--- src/rtl/memMonPkg.sv ---
package memMonPkg;
  localparam int ADDR_W     = 32;
  localparam int DATA_W     = 32;
  localparam int NUM_BANKS  = 8;
  localparam int BANK_LSB   = 20;
  localparam int BANK_IDX_W = $clog2(NUM_BANKS);
  localparam int DELAY_W    = 8;
  localparam int DELAY_LSB  = 8;
  localparam int FLAG_W     = 3;
  localparam int FLAG_NACK  = 0;
  localparam int FLAG_ACK   = 1;
  localparam int FLAG_OVR   = 2;
  localparam logic [ADDR_W-1:0] OVR_LO = 32'h0080_0000;
  localparam logic [ADDR_W-1:0] OVR_HI = 32'h03EF_FFFF;
  localparam logic SEL_ERR  = 1'b0;
  localparam logic SEL_BANK = 1'b1;

  typedef struct packed {
    logic                 clrErr;
    logic                 clrBank;
    logic                 ldDelay;
    logic [FLAG_W-1:0]    setFlag;
    logic [NUM_BANKS-1:0] setDirty;
    logic [NUM_BANKS-1:0] setAcc;
  } monStrobe_t;
endpackage

--- src/rtl/memMonCtrl.sv ---
module memMonCtrl
  import memMonPkg::*;
(
  input  logic                 accValid,
  input  logic                 accWrite,
  input  logic [ADDR_W-1:0]    accAddr,
  input  logic [NUM_BANKS-1:0] bankPresent,
  input  logic                 ackErrPulse,
  input  logic                 refreshPulse,
  input  logic                 regWrEn,
  input  logic                 regSel,
  output monStrobe_t           strobe
);
  logic [BANK_IDX_W-1:0] bankIdx;
  logic                  bankHit;
  logic                  inWindow;
  logic                  errClr;
  logic                  bankClr;
  logic [NUM_BANKS-1:0]  bankOneHot;

  assign bankIdx  = accAddr[BANK_LSB +: BANK_IDX_W];
  assign bankHit  = bankPresent[bankIdx];
  assign inWindow = (accAddr >= OVR_LO) && (accAddr <= OVR_HI);
  assign errClr   = regWrEn && (regSel == SEL_ERR);
  assign bankClr  = refreshPulse || (regWrEn && (regSel == SEL_BANK));

  for (genvar b = 0; b < NUM_BANKS; b++) begin : g_bankDec
    assign bankOneHot[b] = accValid && bankHit && (bankIdx == BANK_IDX_W'(b));
  end

  always_comb begin
    strobe          = '0;
    strobe.clrErr   = errClr;
    strobe.clrBank  = bankClr;
    strobe.ldDelay  = errClr;
    if (!errClr) begin
      strobe.setFlag[FLAG_OVR]  = accValid && !accWrite && inWindow;
      strobe.setFlag[FLAG_NACK] = accValid && !bankHit;
      strobe.setFlag[FLAG_ACK]  = ackErrPulse;
    end
    if (!bankClr) begin
      strobe.setDirty = accWrite ? bankOneHot : '0;
      strobe.setAcc   = accWrite ? '0 : bankOneHot;
    end
  end
endmodule

--- src/rtl/memMonDatapath.sv ---
module memMonDatapath
  import memMonPkg::*;
(
  input  logic                 clk,
  input  logic                 rstN,
  input  monStrobe_t           strobe,
  input  logic                 regSel,
  input  logic [DATA_W-1:0]    regWrData,
  output logic [DATA_W-1:0]    regRdData,
  output logic [FLAG_W-1:0]    errFlags,
  output logic [NUM_BANKS-1:0] dirtyBits,
  output logic [NUM_BANKS-1:0] accBits
);
  logic [DELAY_W-1:0] delayByte;
  logic               unusedWrBits;

  assign unusedWrBits = ^{regWrData[DATA_W-1:DELAY_LSB+DELAY_W], regWrData[DELAY_LSB-1:0]};

  for (genvar f = 0; f < FLAG_W; f++) begin : g_flag
    always_ff @(posedge clk) begin
      if (!rstN)                errFlags[f] <= 1'b0;
      else if (strobe.clrErr)   errFlags[f] <= 1'b0;
      else if (strobe.setFlag[f]) errFlags[f] <= 1'b1;
    end
  end

  for (genvar b = 0; b < NUM_BANKS; b++) begin : g_bank
    always_ff @(posedge clk) begin
      if (!rstN || strobe.clrBank) begin
        dirtyBits[b] <= 1'b0;
        accBits[b]   <= 1'b0;
      end else begin
        if (strobe.setDirty[b]) dirtyBits[b] <= 1'b1;
        if (strobe.setAcc[b])   accBits[b]   <= 1'b1;
      end
    end
  end

  always_ff @(posedge clk) begin
    if (!rstN)               delayByte <= '0;
    else if (strobe.ldDelay) delayByte <= regWrData[DELAY_LSB +: DELAY_W];
  end

  always_comb begin
    regRdData = '0;
    if (regSel == SEL_ERR) begin
      regRdData[FLAG_W-1:0]                = errFlags;
      regRdData[DELAY_LSB +: DELAY_W]      = delayByte;
    end else begin
      regRdData[NUM_BANKS-1:0]             = accBits;
      regRdData[NUM_BANKS +: NUM_BANKS]    = dirtyBits;
    end
  end
endmodule

--- src/rtl/memErrBankMon.sv ---
module memErrBankMon
  import memMonPkg::*;
(
  input  logic                 clk,
  input  logic                 rstN,
  input  logic                 accValid,
  input  logic                 accWrite,
  input  logic [ADDR_W-1:0]    accAddr,
  input  logic [NUM_BANKS-1:0] bankPresent,
  input  logic                 ackErrPulse,
  input  logic                 refreshPulse,
  input  logic                 regWrEn,
  input  logic                 regSel,
  input  logic [DATA_W-1:0]    regWrData,
  output logic [DATA_W-1:0]    regRdData
);
  monStrobe_t           strobe;
  logic [FLAG_W-1:0]    errFlags;
  logic [NUM_BANKS-1:0] dirtyBits;
  logic [NUM_BANKS-1:0] accBits;

  memMonCtrl u_ctrl (
    .accValid     (accValid),
    .accWrite     (accWrite),
    .accAddr      (accAddr),
    .bankPresent  (bankPresent),
    .ackErrPulse  (ackErrPulse),
    .refreshPulse (refreshPulse),
    .regWrEn      (regWrEn),
    .regSel       (regSel),
    .strobe       (strobe)
  );

  memMonDatapath u_dp (
    .clk       (clk),
    .rstN      (rstN),
    .strobe    (strobe),
    .regSel    (regSel),
    .regWrData (regWrData),
    .regRdData (regRdData),
    .errFlags  (errFlags),
    .dirtyBits (dirtyBits),
    .accBits   (accBits)
  );
endmodule

--- config.mk ---
export PLATFORM = sky130hd
export DESIGN_NAME = memErrBankMon
export DESIGN_NICKNAME = d
export VERILOG_FILES = /design/src/rtl/memMonPkg.sv /design/src/rtl/memMonCtrl.sv /design/src/rtl/memMonDatapath.sv /design/src/rtl/memErrBankMon.sv
export SDC_FILE = /design/constraint.sdc
export NUM_CORES = 1
export LEC_CHECK = 0
export ABC_AREA = 1
export BUFFER_PORTS_ARGS = -buffer_cell sky130_fd_sc_hd__buf_2
export CAP_MARGIN = 25
export CELL_PAD_IN_SITES_DETAIL_PLACEMENT = 0
export CELL_PAD_IN_SITES_GLOBAL_PLACEMENT = 2
export CORE_UTILIZATION = 16
export CTS_CLUSTER_DIAMETER = 80
export DETAILED_ROUTE_END_ITERATION = 10
export PLACE_DENSITY = 0.72
export RECOVER_POWER = 50
export REMOVE_ABC_BUFFERS = 1
export SLEW_MARGIN = 20
export SYNTH_ARGS = -nofsm -noshare
export SYNTH_HDL_FRONTEND = slang
export SYNTH_SLANG_ARGS = --single-unit
--- constraint.sdc ---
create_clock -name clk -period 1.2 [get_ports clk]
set_clock_uncertainty 0.15 [all_clocks]
set_input_delay 0.24 -clock clk [delete_from_list [all_inputs] [get_ports clk]]
set_output_delay 0.24 -clock clk [all_outputs]
set_load 0.05 [all_outputs]
==> impl_results.md, run 1 <==
* Die width at 97.61 microns
* Final hold vios at 0
* Post-route worst setup slack at -132.4 ps
* Die area at 9528 sq um
* Share of layout cells above drive strength 1 at 0.4884
* Sequential area share after synthesis at 0.3695
* Final nets at 382
* Worst Path Required at 810 ps
* Root Driver: clkbuf_8
* Outcome: finished with violations
* Largest net degree at the start of global routing at 17
* Vias at 1563
* Min Hold Slack at 33.93 ps
* Clock latency at the later pin of the worst-skew pair at 270 ps
* CTS tree: yes
* Initial Util at 0.1661
* Wirelength per Cell at 10.94 microns
* First-pass GRT wire length at 7079 microns
* Distinct cells, synth at 22
* Synth Cell Area at 1463 sq um
* Yosys reg bits at 27
* DP HPWL at 3487 microns
* DRT iter0 DRCs at 63
* Initial antenna violation count at 0
* Hold Path Class: in -> reg
* Setup crit start kind: register
* Failing checks: DRC, setup timing
* Crit path capture type: output port
* Gr ovfl total at 0
* DRT Wirelength at 4476 microns
* First drt pass iteration count at 7
* Max Fclk at 750.5 MHz
* Fillers at 990
* Gate Count Post-Synth at 225
* DRC viols at 4
* Clock tree buffer depth at 2
* Total CTS buffers at 3
* Ant. Diodes at 0
* Critical Path Fanout Max at 2
* GP Congestion at 0.7249
* Tmin final at 1332 ps
* Total GRT Usage at 0.09363
* RSZ-0062 raised after global routing: true
* IO Count at 112
* Max VDD drop at 0.0003691 V
* Max cap viols at 0
* TritonCTS Sinks at 27
* Vias in the first global route at 1482
* Critical path type: reg -> out
* CTS Hold Bufs at 0
* Power density cells at 882.3 nW/um^2
* Final antenna-violating net count at 0
* Inst Count DP at 396
* Clock transition at the registers of the reported paths at 100 ps
* FF/Latch Area at 570.5 sq um
* # setup viols final at 16
* Yosys warns at 0
* Rows at 34
* Die H at 97.61 microns
* Final slew viol count at 0
* Tcrit/Tclk final at 1.110
* Avg Cell Area, Syn at 6.501 sq um
* Fin cells at 409
* H-Tree Depth at 1
* DR vias/cell at 3.822
* Core Region at 8806 sq um
* Leakage power at 1.061 nW
* Critical path arrival at 940 ps
* Port Buffer Count at 51
* Area of the multi-input gates at 790.8 sq um
* Area Overhead vs Synth at 55.09%
[synth_stat cells (all sizes together)]
cell | number | area, sq um
o21ai | 13 | 65.06
a21oi | 9 | 48.80
nand2 | 54 | 215.2
nor2 | 52 | 200.2
nand4 | 14 | 87.58
dfxtp | 27 | 540.5
buf | 21 | 156.4
conb | 1 | 3.750
clkbuf | 3 | 11.26
inv | 23 | 91.34
clkinv | 1 | 3.750
nor3 | 5 | 25.02
nor4 | 1 | 6.260
a21o | 1 | 7.510
[flip-flops by register name, summed over array words and instances (netlist names)]
register and count:
u_dp.delayByte 8, u_dp.errFlags 3, u_dp.dirtyBits 8, u_dp.accBits 8
[area by class of cell]
class,instances,area share
Timing Repair inverter,1,0.002758
Tap cell,108,0.05957
Clock buffer,3,0.01820
Clock inverter,1,0.002206
Multi-Input combinational cell,166,0.3486
Sequential cell,27,0.2515
Inverter,24,0.04523
Timing Repair Buffer,79,0.2719
[metal layers]
| layer | part of all wire | up-vias | routed length (microns) | global-route usage |
|---|---|---|---|---|
| li1 | - | 826 | - | - |
| met1 | 0.47 | 696 | 2108 | 0.1217 |
| met2 | 0.48 | 39 | 2161 | 0.1593 |
| met3 | 0.043 | 2 | 194 | 0.02302 |
| met4 | 0.0029 | 0 | 13 | 0.01282 |
| met5 | 0 | - | 0 | 0 |
[cells in the final DEF (no fill, tap or decap), drive strengths merged]
cell	instances
a21o	1
conb	16
clkinv	2
nand2	55
a21oi	9
o21ai	13
dfxtp	27
buf	78
nand4	14
nor2	52
nor3	5
clkbuf	4
nor4	1
inv	24
[through the flow]
step                worst slack [ps]  total power, mW  cell area, sq um  utilization  setup TNS [ps]
detailed placement            -299.2            1.427              1912       0.2171           -8804
CTS                           -149.8            2.006              2212       0.2512           -1564
finish                        -132.4            2.001              2268       0.2576           -1350
global route                  -182.4            2.099              2268       0.2576           -2682
global placement              -306.3            1.425              1912       0.2171           -8537
floorplan                     -626.4            1.237              1351            -           -3070
[power breakdown]
part           switching [mW]  internal, mW
Clock                   0.302         0.233
Sequential             0.0123         0.921
Combinational           0.358         0.174
[what timing repair did]
item                       CTS  global route
gates resized for setup     93            17
setup endpoints to repair   16            21
cloned                       1             1
setup buffers                5             2
pin swaps                   12             6
[logic make-up (layout without fill, tap and decap cells)]
logic type | Yosys count | after routing | share of synthesized area
buffers and inverters | 48 | 108 | 0.1796
and+or+nand+nor | 126 | 127 | 0.3653
AOI/OAI and AO/OA | 23 | 23 | 0.08298
other | 1 | 16 | 0.002564
DFF | 27 | 27 | 0.3695
[path summary, 6_finish.rpt]
path,startpoint,to,slack [ps],depth (start not counted)
setup / recovery,u_dp.dirtyBits[5],regRdData[13],-130,3
hold / removal,ackErrPulse,u_dp.errFlags[1],30,3
setup reg to reg,u_dp.dirtyBits[4],u_dp.dirtyBits[4],270,4
hold reg to reg,u_dp.accBits[7],u_dp.accBits[7],300,2
[worst max-delay path, stage by stage (launching register included)]
cell     delay (ps)
dfxtp_2         340
inv_2            30
o21ai_2         120
buf_6           170
Note: power is estimated with default switching activity, not from simulation.
==> run 2: changes to the inputs <==
Settings changed: PLACE_DENSITY 0.72 to 0.85.
==> impl_results.md, run 2 (synthesis gave the netlist of run 1 again) <==
* # setup viols final at 16
* Largest registers: u_dp.accBits x8, u_dp.delayByte x8, u_dp.dirtyBits x8
* Setup crit start kind: register
* Leakage power at 1.062 nW
* Clock power frac at 0.266
* Port Buffer Count at 51
* Root Driver: clkbuf_8
* Hold Path Class: in -> reg
* Crit path capture type: output port
* Worst path cell trace: inv_2 > o21ai_2 > buf_6
* Vias at 1561
* CTS tree: yes
* Critical path arrival at 970 ps
* DRT iter0 DRCs at 63
* Initial antenna violation count at 0
* Die H at 97.61 microns
* Initial Util at 0.1661
* Slowest cell on crit path: dfxtp_2
* CP Capture Point: regRdData[12]
* Max cap viols at 0
* Failing checks: DRC, setup timing
* DP HPWL at 3476 microns
* Net Sw Power at 0.6595 mW
* Ant. Diodes at 0
* R2r endpoint: u_dp.errFlags[2]
* Gr ovfl total at 0
* Worst R2R Path Depth at 5
* Power density cells at 874.2 nW/um^2
* Comb power frac at 0.264
* Sw frac at 0.3313
* Final hold vios at 0
* Tcrit/Tclk final at 1.133
* Leading cell type in the layout, fill and taps excluded: nor2_1
* Reg power frac at 0.469
* RSZ-0062 raised after global routing: true
* Area Overhead vs Synth at 55.69%
* TritonCTS Sinks at 27
* Slowest Stage Delay on Critical Path at 330 ps
* Final nets at 385
* Clock tree buffer depth at 2
* Rows at 34
* IO Count at 112
* Setup_tns at -1388 ps
* Wirelength per Cell at 10.69 microns
* GP Congestion at 0.7369
* Die width at 97.61 microns
* R2r setup slk at 150 ps
* Worst Setup SP: u_dp.dirtyBits[4]
* Total GRT Usage at 0.09398
* DRT Wirelength at 4403 microns
* Largest net degree at the start of global routing at 15
* Outcome: finished with violations
* Worst R2R Start: u_dp.errFlags[2]
* Max VDD drop at 0.0004028 V
* Core Util, Final at 0.2586
* Tmin final at 1360 ps
* Share of layout cells above drive strength 1 at 0.4836
* Critical Path Fanout Max at 2
* Clock latency at the later pin of the worst-skew pair at 270 ps
* DR vias/cell at 3.789
* Most frequent cells in the layout: nor2_1, nand2_1, buf_2
* Hold Startpoint: ackErrPulse
* Internal at 1.331 mW
* Post-route worst setup slack at -160.1 ps
* Die area at 9528 sq um
* Critical path type: reg -> out
* Final antenna-violating net count at 0
* H-Tree Depth at 1
* Total CTS buffers at 3
* CP top delay family: flip-flops
* Max Fclk at 735.2 MHz
* First drt pass iteration count at 7
* First-pass GRT wire length at 7086 microns
* Core Region at 8806 sq um
* Clock transition at the registers of the reported paths at 90 ps
* CTS Hold Bufs at 0
* Final slew viol count at 0
* Vias in the first global route at 1520
* WP depth at 3
* DRC viols at 6
* Worst Path Required at 810 ps
* CP bufs+invs at 2
==> run 2: cell types whose count changed in the layout (fill, tap and decap cells not counted), sizes merged <==
cell | previous run | this run
buf | 78 | 81
clkbuf | 4 | 5
clkinv | 2 | 1
==> run 2: cell type report <==
cell class	instances	area [sq um]
clock buffer	4	45.04
sequential	27	571.8
tap	108	135.1
inverter	24	97.59
fill	996	6529
timing repair buffer	82	624.3
timing repair inverter	1	3.754
multi-input combinational	166	799.5
==> run 2: stage by stage <==
step / hold slack [ps] / worst slack, ps / cell area (sq um) / power, mW / std cells
6_report: 30.07 / -160.1 / 2277 / 1.991 / 412
5_1_grt: 58.30 / -206.2 / 2277 / 2.096 / 412
4_1_cts: 29.21 / -184.8 / 2175 / 2.002 / 407
3_5_place_dp: 292.0 / -250.4 / 1907 / 1.421 / 397
3_3_place_gp: 294.4 / -248.3 / 1907 / 1.418 / 397
2_1_floorplan: 219.4 / -626.4 / 1351 / 1.237 / 216
==> run 2: worst min path at each step <==
stage                                    to  slack (ps)  cells after the start
after floorplan            u_dp.errFlags[1]         220                      2
after global placement      u_dp.accBits[4]         290                      2
after detailed placement    u_dp.accBits[6]         290                      2
after CTS                  u_dp.errFlags[1]          30                      3
after global routing      u_dp.delayByte[0]          60                      3
final                      u_dp.errFlags[1]          30                      3
==> run 2: tightest hold or removal path, cell delays in order <==
cell	delay [ps]
buf_2	80
nor2_1	30
nor2_1	80
==> run 2: repair_timing <==
item,CTS,global route
buffers inserted,5,4
cloned,1,1
endpoints found under the setup margin,16,29
pin swaps,14,10
gates resized for setup,83,25
==> run 2: power by group through the flow <==
stage / combinational (mW) / sequential (mW) / clock, mW
3_5_place_dp: 0.469 / 0.951 / 0
2_1_floorplan: 0.289 / 0.948 / 0
6_report: 0.526 / 0.934 / 0.530
3_3_place_gp: 0.468 / 0.951 / 0
5_1_grt: 0.574 / 0.937 / 0.585
4_1_cts: 0.508 / 0.934 / 0.560
==> run 2: per-layer routing <==
layer,global-route usage,share of wire,vias to the layer above
li1,-,-,829
met2,0.1620,0.48,42
met4,0.02098,0.0066,0
met5,0,0,-
met1,0.1184,0.46,686
met3,0.02158,0.052,4
